$ cat src/rtl/spi_port_pkg.sv
package spi_port_pkg;

    localparam int BYTE_W = 8;

    typedef enum logic [1:0] {
        ADR_CTRL = 2'd0,
        ADR_STAT = 2'd1,
        ADR_DATA = 2'd2,
        ADR_NONE = 2'd3
    } reg_addr_e;

    typedef struct packed {
        logic       rsv7;
        logic       en;
        logic       rsv5;
        logic       master;
        logic       cpol;
        logic       cpha;
        logic [1:0] rate;
    } ctrl_t;

    localparam ctrl_t CTRL_RST = ctrl_t'(8'h14);

    typedef struct packed {
        logic lsb_first;
        logic txe_ie;
        logic modf_ie;
    } stat_cfg_t;

    // system clocks per SCK half period
    function automatic int unsigned half_period(input logic [1:0] rate);
        return 32'd2 << rate;
    endfunction

    // shift a received bit into the capture register
    function automatic logic [BYTE_W-1:0] push_bit(input logic [BYTE_W-1:0] sh,
                                                   input logic b, input logic lsb);
        return lsb ? {b, sh[BYTE_W-1:1]} : {sh[BYTE_W-2:0], b};
    endfunction

    // advance the transmit register by one bit
    function automatic logic [BYTE_W-1:0] drop_bit(input logic [BYTE_W-1:0] sh,
                                                   input logic lsb);
        return lsb ? {1'b0, sh[BYTE_W-1:1]} : {sh[BYTE_W-2:0], 1'b0};
    endfunction

endpackage

$ cat src/rtl/spi_sync.sv
module spi_sync #(
    parameter int             W       = 3,
    parameter logic [W-1:0]   RST_VAL = '0
) (
    input  logic         clk,
    input  logic         rst,
    input  logic [W-1:0] d,
    output logic [W-1:0] q
);
    logic [W-1:0] meta;

    always_ff @(posedge clk) begin
        if (rst) begin
            meta <= RST_VAL;
            q    <= RST_VAL;
        end else begin
            meta <= d;
            q    <= meta;
        end
    end
endmodule

$ cat src/rtl/spi_sckgen.sv
module spi_sckgen
    import spi_port_pkg::*;
#(
    parameter int DIV_W = 5
) (
    input  logic       clk,
    input  logic       rst,
    input  logic       run,
    input  logic [1:0] rate,
    input  logic       cpol,
    output logic       sck,
    output logic       tick,
    output logic       lead
);
    logic [DIV_W-1:0] cnt;
    logic [DIV_W-1:0] lim;
    logic             lvl;

    assign lim  = DIV_W'(half_period(rate) - 1);
    assign tick = run && (cnt == lim);
    assign lead = ~lvl;
    assign sck  = cpol ^ lvl;

    always_ff @(posedge clk) begin
        if (rst || !run) begin
            cnt <= '0;
            lvl <= 1'b0;
        end else if (cnt == lim) begin
            cnt <= '0;
            lvl <= ~lvl;
        end else begin
            cnt <= cnt + 1'b1;
        end
    end


    tick_gap_chk: assert property (@(posedge clk) disable iff (rst)
        tick |=> !tick);
endmodule

$ cat src/rtl/spi_shift_engine.sv
module spi_shift_engine
    import spi_port_pkg::*;
(
    input  logic              clk,
    input  logic              rst,
    input  logic              abort,
    input  logic              load,
    input  logic [BYTE_W-1:0] tx_byte,
    input  logic              tick,
    input  logic              lead,
    input  logic              cpha,
    input  logic              lsb_first,
    input  logic              sdi,
    output logic              sdo,
    output logic              active,
    output logic              mid,
    output logic              done,
    output logic [BYTE_W-1:0] rx_byte
);
    localparam int EDGES = 2 * BYTE_W;
    localparam int CNT_W = $clog2(EDGES);

    logic [CNT_W-1:0]  cnt;
    logic [BYTE_W-1:0] tx_sh;
    logic [BYTE_W-1:0] rx_sh;
    logic              sample_edge;

    assign sample_edge = lead ^ cpha;
    assign sdo     = lsb_first ? tx_sh[0] : tx_sh[BYTE_W-1];
    assign mid     = active && (cnt != '0);
    assign rx_byte = rx_sh;

    always_ff @(posedge clk) begin
        if (rst) begin
            active <= 1'b0;
            cnt    <= '0;
            tx_sh  <= '0;
            rx_sh  <= '0;
            done   <= 1'b0;
        end else begin
            done <= 1'b0;
            if (abort) begin
                active <= 1'b0;
                cnt    <= '0;
            end else if (load) begin
                active <= 1'b1;
                cnt    <= '0;
                tx_sh  <= tx_byte;
            end else if (active && tick) begin
                if (sample_edge)
                    rx_sh <= push_bit(rx_sh, sdi, lsb_first);
                else if (!(cpha && cnt == '0))
                    tx_sh <= drop_bit(tx_sh, lsb_first);
                if (cnt == CNT_W'(EDGES - 1)) begin
                    active <= 1'b0;
                    cnt    <= '0;
                    done   <= 1'b1;
                end else begin
                    cnt <= cnt + 1'b1;
                end
            end
        end
    end


    done_single_chk: assert property (@(posedge clk) disable iff (rst)
        done |=> !done);

    load_start_chk: assert property (@(posedge clk) disable iff (rst)
        (load && !abort) |=> active);
endmodule

$ cat src/rtl/spi_regs.sv
module spi_regs
    import spi_port_pkg::*;
(
    input  logic              clk,
    input  logic              rst,
    input  logic [1:0]        addr,
    input  logic              wr_en,
    input  logic              rd_en,
    input  logic [BYTE_W-1:0] wdata,
    output logic [BYTE_W-1:0] rdata,
    output ctrl_t             ctrl,
    output stat_cfg_t         scfg,
    output logic [BYTE_W-1:0] tx_buf,
    output logic              txe,
    output logic              irq,
    input  logic              done,
    input  logic [BYTE_W-1:0] rx_byte,
    input  logic              tx_take,
    input  logic              modf_evt,
    input  logic              mfault
);
    ctrl_t             ctrl_q;
    stat_cfg_t         scfg_q;
    logic              spif_q, ovr_q, modf_q, armed_q, txe_q;
    logic [BYTE_W-1:0] rx_q, txb_q;
    logic              stat_rd, data_acc, clr;

    assign stat_rd  = rd_en && (reg_addr_e'(addr) == ADR_STAT);
    assign data_acc = (rd_en || wr_en) && (reg_addr_e'(addr) == ADR_DATA);
    assign clr      = armed_q && data_acc;

    assign ctrl   = ctrl_q;
    assign scfg   = scfg_q;
    assign tx_buf = txb_q;
    assign txe    = txe_q;
    assign irq    = spif_q || (txe_q && scfg_q.txe_ie) || (modf_q && scfg_q.modf_ie);

    always_comb begin
        case (reg_addr_e'(addr))
            ADR_CTRL: rdata = ctrl_q;
            ADR_STAT: rdata = {spif_q, 1'b0, ovr_q, modf_q, txe_q, scfg_q};
            ADR_DATA: rdata = rx_q;
            default:  rdata = '0;
        endcase
    end

    always_ff @(posedge clk) begin
        if (rst) begin
            ctrl_q  <= CTRL_RST;
            scfg_q  <= '0;
            spif_q  <= 1'b0;
            ovr_q   <= 1'b0;
            modf_q  <= 1'b0;
            armed_q <= 1'b0;
            txe_q   <= 1'b1;
            rx_q    <= '0;
            txb_q   <= '0;
        end else begin
            if (wr_en && reg_addr_e'(addr) == ADR_CTRL)
                ctrl_q <= ctrl_t'(wdata);
            if (mfault)
                ctrl_q.en <= 1'b0;
            if (wr_en && reg_addr_e'(addr) == ADR_STAT)
                scfg_q <= stat_cfg_t'(wdata[2:0]);

            if (tx_take)
                txe_q <= 1'b1;
            if (wr_en && reg_addr_e'(addr) == ADR_DATA) begin
                txb_q <= wdata;
                txe_q <= 1'b0;
            end

            if (done) begin
                if (spif_q && !clr) begin
                    ovr_q <= 1'b1;
                end else begin
                    rx_q   <= rx_byte;
                    spif_q <= 1'b1;
                end
            end else if (clr) begin
                spif_q <= 1'b0;
            end

            if (clr)
                armed_q <= 1'b0;
            else if (stat_rd && spif_q)
                armed_q <= 1'b1;

            if (stat_rd)
                ovr_q <= 1'b0;
            if (done && spif_q && !clr)
                ovr_q <= 1'b1;

            if (stat_rd)
                modf_q <= 1'b0;
            if (modf_evt)
                modf_q <= 1'b1;
        end
    end


    ovr_hold_chk: assert property (@(posedge clk) disable iff (rst)
        (spif_q && !clr) |=> $stable(rx_q));

    spif_clr_chk: assert property (@(posedge clk) disable iff (rst)
        $fell(spif_q) |-> $past(armed_q && data_acc));

    mfault_en_chk: assert property (@(posedge clk) disable iff (rst)
        mfault |=> !ctrl_q.en);

    txe_write_chk: assert property (@(posedge clk) disable iff (rst)
        (wr_en && reg_addr_e'(addr) == ADR_DATA) |=> !txe_q);
endmodule

$ cat src/rtl/spi_port.sv
module spi_port
    import spi_port_pkg::*;
#(
    parameter int DIV_W = 5
) (
    input  logic              clk,
    input  logic              rst,
    input  logic [1:0]        bus_addr,
    input  logic              bus_wr,
    input  logic              bus_rd,
    input  logic [BYTE_W-1:0] bus_wdata,
    output logic [BYTE_W-1:0] bus_rdata,
    output logic              irq_o,
    input  logic              sck_i,
    output logic              sck_o,
    output logic              sck_oe,
    input  logic              mosi_i,
    output logic              mosi_o,
    output logic              mosi_oe,
    input  logic              miso_i,
    output logic              miso_o,
    output logic              miso_oe,
    input  logic              ss_i
);
    ctrl_t             ctrl;
    stat_cfg_t         scfg;
    logic [BYTE_W-1:0] tx_buf, rx_byte;
    logic              txe;
    logic              ss_s, sck_s, mosi_s, sck_q, ss_q;
    logic              m_sel, s_sel;
    logic              m_tick, m_lead, m_sck;
    logic              eng_tick, eng_lead, eng_sdi, eng_sdo;
    logic              eng_active, eng_mid, eng_done;
    logic              m_fault, s_fault, m_start, s_start, load, abort;

    spi_sync #(.W(3), .RST_VAL(3'b100)) u_sync (
        .clk (clk),
        .rst (rst),
        .d   ({ss_i, sck_i, mosi_i}),
        .q   ({ss_s, sck_s, mosi_s})
    );

    always_ff @(posedge clk) begin
        if (rst) begin
            sck_q <= 1'b0;
            ss_q  <= 1'b1;
        end else begin
            sck_q <= sck_s;
            ss_q  <= ss_s;
        end
    end

    assign m_sel   = ctrl.en && ctrl.master;
    assign s_sel   = ctrl.en && !ctrl.master;
    assign m_fault = m_sel && !ss_s;
    assign s_fault = s_sel && ss_s && eng_mid;
    assign m_start = m_sel && ss_s && !eng_active && !txe;
    assign s_start = s_sel && !ss_s && (ss_q || eng_done);
    assign load    = m_start || s_start;
    assign abort   = !ctrl.en || m_fault || (s_sel && ss_s);

    assign eng_tick = ctrl.master ? m_tick : (s_sel && !ss_s && (sck_s != sck_q));
    assign eng_lead = ctrl.master ? m_lead : (sck_s != ctrl.cpol);
    assign eng_sdi  = ctrl.master ? miso_i : mosi_s;

    spi_sckgen #(.DIV_W(DIV_W)) u_sckgen (
        .clk  (clk),
        .rst  (rst),
        .run  (eng_active && ctrl.master),
        .rate (ctrl.rate),
        .cpol (ctrl.cpol),
        .sck  (m_sck),
        .tick (m_tick),
        .lead (m_lead)
    );

    spi_shift_engine u_engine (
        .clk       (clk),
        .rst       (rst),
        .abort     (abort),
        .load      (load),
        .tx_byte   (tx_buf),
        .tick      (eng_tick),
        .lead      (eng_lead),
        .cpha      (ctrl.cpha),
        .lsb_first (scfg.lsb_first),
        .sdi       (eng_sdi),
        .sdo       (eng_sdo),
        .active    (eng_active),
        .mid       (eng_mid),
        .done      (eng_done),
        .rx_byte   (rx_byte)
    );

    spi_regs u_regs (
        .clk      (clk),
        .rst      (rst),
        .addr     (bus_addr),
        .wr_en    (bus_wr),
        .rd_en    (bus_rd),
        .wdata    (bus_wdata),
        .rdata    (bus_rdata),
        .ctrl     (ctrl),
        .scfg     (scfg),
        .tx_buf   (tx_buf),
        .txe      (txe),
        .irq      (irq_o),
        .done     (eng_done),
        .rx_byte  (rx_byte),
        .tx_take  (load),
        .modf_evt (m_fault || s_fault),
        .mfault   (m_fault)
    );

    assign sck_o   = m_sck;
    assign sck_oe  = m_sel;
    assign mosi_o  = eng_sdo;
    assign mosi_oe = m_sel;
    assign miso_o  = eng_sdo;
    assign miso_oe = s_sel && !ss_s;


    mfault_release_chk: assert property (@(posedge clk) disable iff (rst)
        m_fault |=> !sck_oe && !mosi_oe);

    sfault_nodone_chk: assert property (@(posedge clk) disable iff (rst)
        s_fault |=> !eng_done && !eng_active);
endmodule

$ cat config.mk
export PLATFORM = sky130hd
export DESIGN_NAME = spi_port
export DESIGN_NICKNAME = d
export VERILOG_FILES = /design/src/rtl/spi_port_pkg.sv /design/src/rtl/spi_sync.sv /design/src/rtl/spi_sckgen.sv /design/src/rtl/spi_shift_engine.sv /design/src/rtl/spi_regs.sv /design/src/rtl/spi_port.sv
export SDC_FILE = /design/constraint.sdc
export NUM_CORES = 1
export LEC_CHECK = 0
export ABC_AREA = 1
export BUFFER_PORTS_ARGS = -buffer_cell sky130_fd_sc_hd__buf_2
export CAP_MARGIN = 20
export CORE_MARGIN = 4
export CORE_UTILIZATION = 39
export CTS_CLUSTER_DIAMETER = 100
export DETAILED_ROUTE_END_ITERATION = 8
export GPL_ROUTABILITY_DRIVEN = 0
export GPL_TIMING_DRIVEN = 0
export PLACE_DENSITY = 0.55
export SYNTH_ARGS = -nofsm -noshare
export SYNTH_HDL_FRONTEND = slang
export SYNTH_SLANG_ARGS = --single-unit
$ cat constraint.sdc
create_clock -name clk -period 2.7 [get_ports clk]
set_clock_uncertainty 0.15 [all_clocks]
set_input_delay 0 -clock clk [delete_from_list [all_inputs] [get_ports clk]]
set_output_delay 0 -clock clk [all_outputs]
set_load 0.005 [all_outputs]
## Word level (Yosys, flattened, before mapping)

Index checks and enable logic that the tools add are counted.

| storage, ports and cells | value |
|---|---|
| register bits after elaboration | 68 |
| input bits | 18 |

| cells by class | value |
|---|---|
| add/subtract/negate cells | 3 |
| eq/ne operators | 9 |
| shift-type cells | 1 |
| multiplexer cells | 27 |
| bitwise gates (word level) | 7 |
| reductions and logical operators | 66 |

Operators by type and width:

| kind | count |
|---|---|
| 2-to-1 mux 8 bit | 6 |
| logical AND 1 bit | 28 |
| one-hot mux 8 bit (3 select lines) | 1 |
| 2-to-1 mux 1 bit | 19 |
| nonzero test 2 bit | 5 |
| logical OR 1 bit | 9 |
| AND reduction 2 bit | 4 |
| AND reduction 4 bit | 2 |
| OR reduction 2 bit | 4 |
| zero test 1 bit | 7 |
| inequality test 2 bit (second input constant) | 3 |
| nonzero test 3 bit | 2 |
| adder 5 x 1 -> 5 bit (second input constant) | 1 |
| == test 5 bit | 1 |
| inverter 1 bit | 5 |
| << shifter 2 x 2 -> 5 bit (first input constant) | 1 |
| subtractor 5 x 1 -> 5 bit (second input constant) | 1 |
| adder 4 x 1 -> 4 bit (second input constant) | 1 |
| == test 4 bit (second input constant) | 1 |
| zero test 4 bit | 1 |
| 2-to-1 mux 4 bit | 1 |
| nonzero test 4 bit | 1 |
| OR reduction 4 bit | 1 |
| OR reduction 3 bit | 1 |
| 5 further kinds | 7 |

## Logic depth before layout (Yosys ltp)

Gate-level depths: netlist of the first run.

| logic depth | value |
|---|---|
| depth in word-level cells | 9 |
| depth in mapped cells | 12 |

## Modules after synthesis

From an unflattened synthesis of the first run, not the netlist that was laid out.

| second synthesis, totals | value |
|---|---|
| cells, all modules | 505 |
| area total of the unflattened synthesis | 3,385.7 um^2 |

By module, submodules not included:

| module | times used | cells an instance | area each (um^2) |
|---|---|---|---|
| spi_regs | 1 | 193 | 1,382.6 |
| spi_shift_engine | 1 | 192 | 1,241.2 |
| spi_sckgen | 1 | 58 | 364.1 |
| spi_port | 1 | 43 | 229.0 |
| spi_sync | 1 | 19 | 168.9 |

## Worst setup path after synthesis of the first run

OpenSTA, ideal clock, no wires.

| timing | value |
|---|---|
| kind | flip-flop to flip-flop |
| start | register u_engine.cnt[0] |
| end | register u_engine.tx_sh[5] |
| arrival time | 1.345 ns |
| required time | 2.435 ns |
| setup slack | 1.090 ns |
| stages on the path, launching flop included | 12 |
| buffers on the path | 1 |
| path through | dfxtp_1 -> inv_1 -> ha_1 -> nand3_1 -> inv_1 -> nor2_1 -> nor2_4 -> nor2_4 -> buf_6 -> nand3_2 -> nand2_1 -> nor2_1 |

| on the way | value |
|---|---|
| word-level cells in the longest chain between the ends | 4 |

Ends and longest elaborated chain:

| item | RTL line | RTL |
|---|---|---|
| start: declaration | spi_shift_engine.sv:23 | `logic [CNT_W-1:0] cnt;` |
| start signal: assignment | spi_shift_engine.sv:59 | `cnt <= cnt + 1'b1;` |
| zero test 4 bit | spi_shift_engine.sv:52 | `else if (!(cpha && cnt == '0))` |
| logical AND 1 bit | spi_shift_engine.sv:52 |  |
| inequality test 2 bit (no source line) | - |  |
| AND reduction 4 bit (no source line) | - |  |
| end signal: assignment | spi_shift_engine.sv:48 | `tx_sh <= tx_byte;` |
| end signal: assignment | spi_shift_engine.sv:53 | `tx_sh <= drop_bit(tx_sh, lsb_first);` |
| end: declaration | spi_shift_engine.sv:24 | `logic [BYTE_W-1:0] tx_sh;` |

No other way between the ends.
A chain may end at the register's enable or synchronous reset.

## Final worst setup path of the first run

| timing | value |
|---|---|
| start | register u_regs.scfg_q (netlist bit u_regs.scfg[2]) |
| end | output mosi_o |

| on the way | value |
|---|---|
| word-level cells in the longest chain between the ends | 1 |

Ends and longest elaborated chain:

| item | RTL line | RTL |
|---|---|---|
| start: declaration | spi_regs.sv:23 | `stat_cfg_t scfg_q;` |
| start signal: assignment | spi_regs.sv:64 | `scfg_q <= stat_cfg_t'(wdata[2:0]);` |
| 2-to-1 mux 1 bit | spi_shift_engine.sv:29 | `assign sdo = lsb_first ? tx_sh[0] : tx_sh[BYTE_W-1];` |
| end: declaration | spi_port.sv:18 | `output logic mosi_o,` |

No other way between the ends.

==> metrics.txt, run 1 <==
top cells by instance count after synthesis=nand2_1, dfxtp_1, nor2_1; Slew @ Worst Pin=0.637 ns; Cell variety after synth=40; postcts setup bufs=0; Setup-failing EPs final=0; Async SR Flop Fraction=0; RR Startpoint=u_regs.ctrl[4]; IO buf count=32; mean post-synth cell area=7.20 um2; ant diodes=0; Initial Util=0.401; site row count=33; final wirelength=roughly 8600 um; mux cell area share after synthesis=0.0181; Slowest-stage cell, CP=clkbuf_1; Worst IR Drop VDD=around 0.00028 V; drt wl/cell=13.7 um; post-layout util=0.477; H-Tree Depth=3; Max-Cap Viols=0; CP max FO=10; RSZ-0062 raised after global routing=no; Layout area overhead=19.0%; CTS max path bufs=2; cell chain of the critical path=buf_2, inv_1, clkbuf_1, o21ai_0, buf_4, buf_2; first-pass GRT wire length=14,200 um; sequential fraction of the synthesis area=0.411; post-synthesis compound-gate area fraction=0.144; main flop type after synthesis=dfxtp_1; drt pass-1 iters=5; P_leak=1.62 nW; post-DP HPWL=6430 um; Cell Count Post-Placement=about 600; CTS buffer count=9; final cycle utilization of the critical path=0.721; Total Power=1.91 mW; Post-synth EDFFs=0; HP Start=bus_addr[0]; vias=approximately 3.1k; die area=10,000 um2; pwr dens=486 nW/um2; count leader, synth=nand2_1; DIE HEIGHT=roughly 100 um; WP data required=~2.6 ns; clk sinks=68; maximum clock frequency=~0.5 GHz; post-synthesis simple-gate area fraction=0.309; Ports=33; # nets final=542; Die W=100 um; clk_lat worst skew=approximately 0.34 ns; initial antenna violation count=0; grt ovf=0; vias in the first global route=2,951; Synth Warn #=0; Worst Setup Path Type=flop to output pin; Synth area leader=dfxtp_1; endpoint class of the critical path=output pin; area share of the largest cell type after synthesis=0.411; core area=8260 um2; layout cell share with drive strength beyond 1=0.156; post-synthesis xor/xnor area fraction=0.0106; largest net degree at the start of global routing=11; TNS Setup=0 ns; critical path launch point type=flop; CTS clk-pin slew, worst paths=0.07 ns; final slew viol count=0; Root Buffer=clkbuf_8; Final Non-Filler Cells=629; Synth Cell Area=3310 um2; final hold violation count=0; Critical Path Max Stage Delay=around 0.4 ns; Synthesized Nets=481; Final min period=1.95 ns; Iteration-0 DRC Markers=123; Worst Hold Class=primary input to flop; worst setup path start=u_regs.scfg[2]; synth top area cells=dfxtp_1, nand2_1, nor2_1; fraction of the mapped netlist area in adder cells=0.0113; GRT Total Usage=0.184; Routed Antenna Nets=0; normalized max-slew margin=0.575; Vias/cell=4.88; CP dominant cell by count=buf_2; main combinational cell family by area after synthesis=simple AND/OR/NAND/NOR gates; Post-route DRC=0; post-synthesis register bit count=roughly 70; clock tree from TritonCTS=yes; Syn Inst Count=460; WP data arrival=1.80 ns; status=finished clean
==> cell usage in the layout, fill, tap and decap left out, types with 2 or more instances in the layout <==
cell type,n
nor2_1,66
buf_2,34
buf_4,2
or2_2,2
dfxtp_1,68
o21ai_0,38
o221ai_1,4
nand2_1,100
nand2_4,2
nand3_2,3
nor2_2,2
dlygate4sd3_1,18
ha_1,3
nand3_1,30
clkbuf_8,10
clkinv_2,3
o211ai_1,5
inv_1,48
nor3_1,2
xor2_1,3
nor2_4,5
inv_2,7
nand2_2,2
a21oi_2,2
mux2i_1,6
clkbuf_1,11
a21oi_1,32
==> layout make-up <==
type	instances	area [um2]
repair buffers	50	340
clock inverters	3	15.0
fillers	862	4320
flip-flops and latches	68	1360
clock buffers	11	141
inverters	56	210
plain buffers	17	109
multi-input cells	319	1630
well taps	105	131
==> metrics by stage <==
step / instance area (um2) / worst slack [ns] / hold slack [ns]
floorplan: 3310 / 1.09 / -0.0806
global placement: 3600 / 0.801 / 0.0350
detailed placement: 3600 / 0.792 / 0.0498
CTS: 3940 / 0.692 / 0.0316
global route: 3940 / 0.564 / 0.0638
finish: 3940 / 0.754 / 0.0462
==> report_power, final <==
group,leakage (nW),total [mW],internal (mW),switching (mW)
Clock,0.0848,0.711,0.344,0.368
Combinational,0.985,0.169,0.0650,0.104
Sequential,0.552,1.03,1.02,0.0111
==> state kept, by name, indices dropped and copies added (netlist names), 3 cells and up <==
name              count
u_regs.scfg           3
u_regs.ctrl           8
u_sync.q              3
u_regs.rx_q           8
u_engine.tx_sh        8
u_engine.rx_byte      8
u_sync.meta           3
u_regs.tx_buf         8
u_sckgen.cnt          5
u_engine.cnt          4
==> layer usage <==
metal,part of all wire,track usage,wire length (um),vias to the layer above
met5,0,0,0,-
met1,0.48,0.242,4170,1387
met2,0.46,0.285,3920,67
met4,0.018,0.0694,156,0
li1,-,-,-,1602
met3,0.042,0.0563,366,11
==> cell families after synthesis <==
logic type,Yosys count
and+or+nand+nor,221
AOI/OAI and AO/OA,85
buffers and inverters,73
DFF,68
muxes,6
xor gates and xnor gates,4
adders and majority gates,3
==> repair_timing <==
action	4_1_cts	5_1_grt
hold buffers	18	0
resized for setup	0	0
endpoints found under the hold margin	27	0
==> worst max-delay path: cells and delay by family (launching register included) <==
family,cells,cell delay (ns)
flops,1,0.30
compound gates,1,0.22
buf+inv,5,0.94
==> path summary, 6_finish.rpt <==
check | depth (start not counted) | slack (ns) | end
setup / recovery | 6 | 0.75 | mosi_o
hold / removal | 5 | 0.05 | u_regs.ovr_q
setup reg to reg | 10 | 0.76 | u_engine.tx_sh[7]
hold reg to reg | 2 | 0.25 | u_sync.q[0]
Power figures use the tool's default switching activity.
==> run 2, diff against run 1 <==
clock period = 1.96 ns   (was 2.7 ns; I/O delays follow)
==> run 2 against run 1 <==
Global-route usage about the same. Hold slack worse by 0.0031 ns. Register-to-register slack worse by 0.63 ns. Critical path type is now flop to flop. Largest cell class unchanged.
==> metrics.txt, run 2 (same netlist as run 1, synthesis figures left out) <==
status=finished clean; vias=approximately 3.1k; Slew @ Worst Pin=between 0.5 and 0.6 ns; P_leak=1.64 nW; Layout area overhead=20.2%; critical path launch point type=flop; grt ovf=0; R2R setup slack=approximately 0.13 ns; post-DP HPWL=roughly 6400 um; H-Tree Depth=3; WHS Path Cells=5; normalized max-slew margin=0.647; clk sinks=68; vias in the first global route=2,950; Setup-failing EPs final=0; Vias/cell=4.85; drt wl/cell=between 10 and 15 um; Final min period=1.83 ns; Root Buffer=clkbuf_8; DIE HEIGHT=around 100 um; Iteration-0 DRC Markers=120; endpoint class of the critical path=flop; drt pass-1 iters=4; Worst IR Drop VDD=0.000379 V; GRT Total Usage=0.184; clk_lat worst skew=0.34 ns; Critical Path Max Stage Delay=0.56 ns; Ports=33; site row count=33; CTS max path bufs=2; pwr dens=664 nW/um2; final wirelength=8640 um; Worst Setup Path Type=flop to flop; Hold Path Sink=u_regs.ovr_q; Reg-to-Reg End=u_regs.modf_q; WP data required=2.10 ns; Pint=1.97 mW; Die W=100 um; reg2reg path depth=5; CP max FO=4; final slew viol count=0; Slowest-stage cell, CP=dlygate4sd3_1; largest net degree at the start of global routing=13; Psw=about 0.67 mW; Post-route DRC=0; commonest non-fill, non-tap cells in the layout=nand2_1, nor2_1, dfxtp_1, inv_1, o21ai_0; maximum clock frequency=roughly 0.55 GHz; sequential power share=0.539; switch share=0.254; HP Start=bus_addr[0]; clock tree from TritonCTS=yes; most common cell after layout, fill and taps aside=nand2_1; worst setup path start=u_regs.ctrl[6]; IO buf count=32; initial antenna violation count=0; CTS clk-pin slew, worst paths=~0.070 ns; Clock Power Share=0.373; # nets final=approximately 540; CTS buffer count=9; RSZ-0062 raised after global routing=no; layout cell share with drive strength beyond 1=0.177; Final Worst Setup Slack=0.134 ns; TNS Setup=0 ns; ant diodes=0; WP data arrival=~2.0 ns; first-pass GRT wire length=14,200 um; RR Startpoint=u_regs.ctrl[6]; cell chain of the critical path=inv_1, nor3_2, nand3_1, a31oi_1, dlygate4sd3_1; die area=approximately 10,000 um2; combinational power share=0.088; final hold violation count=0; Max-Cap Viols=0; core area=8260 um2; Initial Util=0.401; final cycle utilization of the critical path=0.932; Routed Antenna Nets=0; Worst Hold Class=primary input to flop; pre-CTS WS=between 0.05 and 0.06 ns
run 2: cell types whose count changed in the layout (fill, tap and decap cells not counted), moves of 2 or more:
cell	before	now
buf_4	2	5
clkbuf_1	11	9
dfxtp_1	68	65
dfxtp_2	0	3
run 2: cell type report:
cell class	instances	area, um2
buffer	16	106
clock buffer	11	141
clock inverter	3	15.0
fill	863	4280
inverter	56	213
multi-input combinational	319	1650
sequential	68	1370
tap	105	131
timing repair buffer	53	363
run 2: power by group through the flow:
stage / logic (mW) / clock network (mW) / registers (mW)
finish: 0.234 / 0.985 / 1.43
global route: 0.261 / 1.07 / 1.43
CTS: 0.232 / 1.01 / 1.42
detailed placement: 0.208 / 0 / 1.46
global placement: 0.207 / 0 / 1.46
floorplan: 0.131 / 0 / 1.45
run 2: per-stage QoR:
| step | hold slack (ns) | cells | util | area [um2] | total power, mW |
|---|---|---|---|---|---|
| 6_report | 0.0431 | 631 | 0.482 | 3980 | 2.64 |
| 5_1_grt | 0.0636 | 631 | 0.482 | 3980 | 2.76 |
| 3_3_place_gp | 0.0350 | 597 | 0.436 | 3600 | 1.66 |
| 4_1_cts | 0.0316 | 628 | 0.477 | 3940 | 2.67 |
| 3_5_place_dp | 0.0498 | 597 | 0.436 | 3600 | 1.66 |
| 2_1_floorplan | -0.0806 | 460 | - | 3310 | 1.58 |
run 2: layer usage:
metal  wire length [um]  global-route usage  part of all wire  vias up
met2               3970               0.286              0.46       59
met1               4140               0.241              0.48     1388
met5                  0                   0                 0        -
li1                   -                   -                 -     1602
met4                170              0.0694             0.020        0
met3                353              0.0563             0.041       12
run 2: timing repair:
action,4_1_cts,5_1_grt
gates cloned,0,0
pin swaps,0,2
hold buffers,18,0
gates resized for setup,0,10
endpoints found under the hold margin,27,0
buffers inserted,0,3
setup endpoints to repair,1,16
run 2: worst max path at each step:
| stage | endpoint | depth (start not counted) |
|---|---|---|
| after global placement | u_engine.tx_sh[7] | 10 |
| after CTS | u_engine.tx_sh[7] | 10 |
| final | u_regs.modf_q | 5 |
| after global routing | u_engine.tx_sh[7] | 10 |
| after detailed placement | u_engine.tx_sh[7] | 10 |
| after floorplan | u_engine.tx_sh[5] | 11 |
run 2: critical path: cells and delay by family (launching register included):
family                 cells  cell delay, ns
and+or+nand+nor            2            0.36
AOI/OAI and AO/OA          1            0.14
buffers and inverters      2            0.68
DFF                        1            0.44
==> run 3, diff against run 2 <==
PLACE_DENSITY = default   (was 0.55)
PLACE_DENSITY_LB_ADDON = 0.2   (was default)
==> run 3 against run 2 <==
Sequential share of layout area rose by 0.054 points. Utilization decreased by 0.076 points. Fmax fell by 0.17%. Total power is 4.9% higher. Cell area shrank 0.16%. First-iteration DRC count up 18%. Combinational power decreased by 2%. Non-clock buffer count shrank 3. Clock power is 14% higher. Register-to-register slack about the same. Hold slack improved by 0.0013 ns. Via count increased by 0.49%.
==> metrics.txt, run 3 (same netlist as run 1, synthesis figures left out) <==
status=finished clean; family with the most delay on the worst path=buffers and inverters; cell chain of the critical path=inv_1, nor3_1, nand3_1, a31oi_1, dlygate4sd3_1; Critical Path Max Stage Delay=around 0.56 ns; final cycle utilization of the critical path=0.933; # nets final=541; Worst IR Drop VDD=0.000458 V; Pint=2.11 mW; Slew @ Worst Pin=a little over 0.6 ns; Slowest-stage cell, CP=dlygate4sd3_1; IO buf count=32; layout cell share with drive strength beyond 1=0.166; Root Buffer=clkbuf_8; final slew viol count=0; initial antenna violation count=0; H-Tree Depth=3; Vias/cell=4.89; pwr dens=697 nW/um2; Ports=33; WP data arrival=1.96 ns; P_leak=1.63 nW; sequential power share=0.514; critical path launch point type=flop; normalized max-slew margin=0.585; grt ovf=0; placed inst area=3600 um2; DIE HEIGHT=100 um; CP max FO=4; switch share=0.237; Cell Count Post-Placement=597; Iteration-0 DRC Markers=around 140; clk_lat worst skew=0.34 ns; final hold violation count=0; Routed Antenna Nets=0; Die W=roughly 100 um; clock tree from TritonCTS=yes; Psw=0.658 mW; Layout area overhead=20.0%; site row count=33; most common cell after layout, fill and taps aside=nand2_1; post-DP HPWL=6300 um; Setup-failing EPs final=0; GRT Total Usage=0.178; Layout Cell Area excl Fill=3980 um2; final wirelength=8430 um; Final min period=1.83 ns; CTS max path bufs=2; Post-route DRC=0; core area=8260 um2; first-pass GRT wire length=14,000 um; endpoint class of the critical path=flop; CTS buffer count=9; Final Non-Filler Cells=629; CP bufs+invs=2; clk sinks=68; TNS Setup=0 ns; Clock Power Share=0.403; maximum clock frequency=approximately 0.55 GHz; largest net degree at the start of global routing=13; CTS clk-pin slew, worst paths=0.07 ns; commonest non-fill, non-tap cells in the layout=nand2_1, nor2_1, dfxtp_1, inv_1, o21ai_0; drt wl/cell=13.4 um; Max-Cap Viols=0; vias=about 3.1k; Worst Hold Class=primary input to flop; WP data required=2.09 ns; drt pass-1 iters=4; Worst Setup Path Type=flop to flop; combinational power share=0.083; die area=about 10,000 um2; Initial Util=0.401; ant diodes=0; vias in the first global route=about 2.9k
==> run 3: timing repair <==
| action | CTS | global route |
|---|---|---|
| hold buffers | 17 | 0 |
| pin swaps | 0 | 1 |
| buffers inserted | 0 | 1 |
| resized for setup | 0 | 7 |
| endpoints found under the setup margin | 1 | 18 |
| endpoints found under the hold margin | 27 | 0 |
==> run 3: final cells by class <==
type                            count  area [um2]
Fill cell                         865        4280
Multi-Input combinational cell    319        1640
Sequential cell                    68        1370
Timing Repair Buffer               50         338
Inverter                           56         213
Clock buffer                       13         149
Tap cell                          105         131
Buffer                             16         108
Clock inverter                      2        35.0
==> run 3: final timing paths <==
| check | depth (start not counted) | slack, ns | start | to |
|---|---|---|---|---|
| max | 5 | 0.13 | u_regs.ctrl[6] | u_regs.modf_q |
| min | 6 | 0.04 | bus_addr[1] | u_regs.ctrl[7] |
| max reg2reg | 5 | 0.13 | u_regs.ctrl[6] | u_regs.modf_q |
| min reg2reg | 2 | 0.26 | u_sync.meta[0] | u_sync.q[0] |
==> run 3: worst min-delay path, cell delays in order <==
cell,delay [ns]
buf_2,0.09
nor2_1,0.07
nand2_1,0.07
inv_1,0.10
nor2_1,0.10
nor2_1,0.05
==> run 3: power groups by stage <==
stage               clock, mW  sequential (mW)  combinational, mW
floorplan                   0             1.45              0.131
finish                   1.12             1.43              0.230
CTS                      1.15             1.42              0.229
global placement            0             1.46              0.203
global route             1.21             1.43              0.256
detailed placement          0             1.46              0.205
==> run 3: stage by stage <==
| stage | setup WS (ns) | total power, mW | hold slack [ns] | utilization |
|---|---|---|---|---|
| final | 0.131 | 2.77 | 0.0444 | 0.481 |
| after detailed placement | 0.105 | 1.66 | 0.0372 | 0.436 |
| after CTS | 0.0815 | 2.80 | 0.0269 | 0.479 |
| after floorplan | 0.350 | 1.58 | -0.0806 | - |
| after global routing | -0.00404 | 2.89 | 0.0824 | 0.481 |
| after global placement | 0.113 | 1.66 | 0.0346 | 0.436 |
==> run 3: metal layers <==
metal / GRT usage / up-vias / wire length [um]
met4: 0.0497 / 0 / 84
met1: 0.242 / 1408 / 3970
met3: 0.0403 / 7 / 503
met5: 0 / - / 0
li1: - / 1593 / -
met2: 0.283 / 68 / 3870
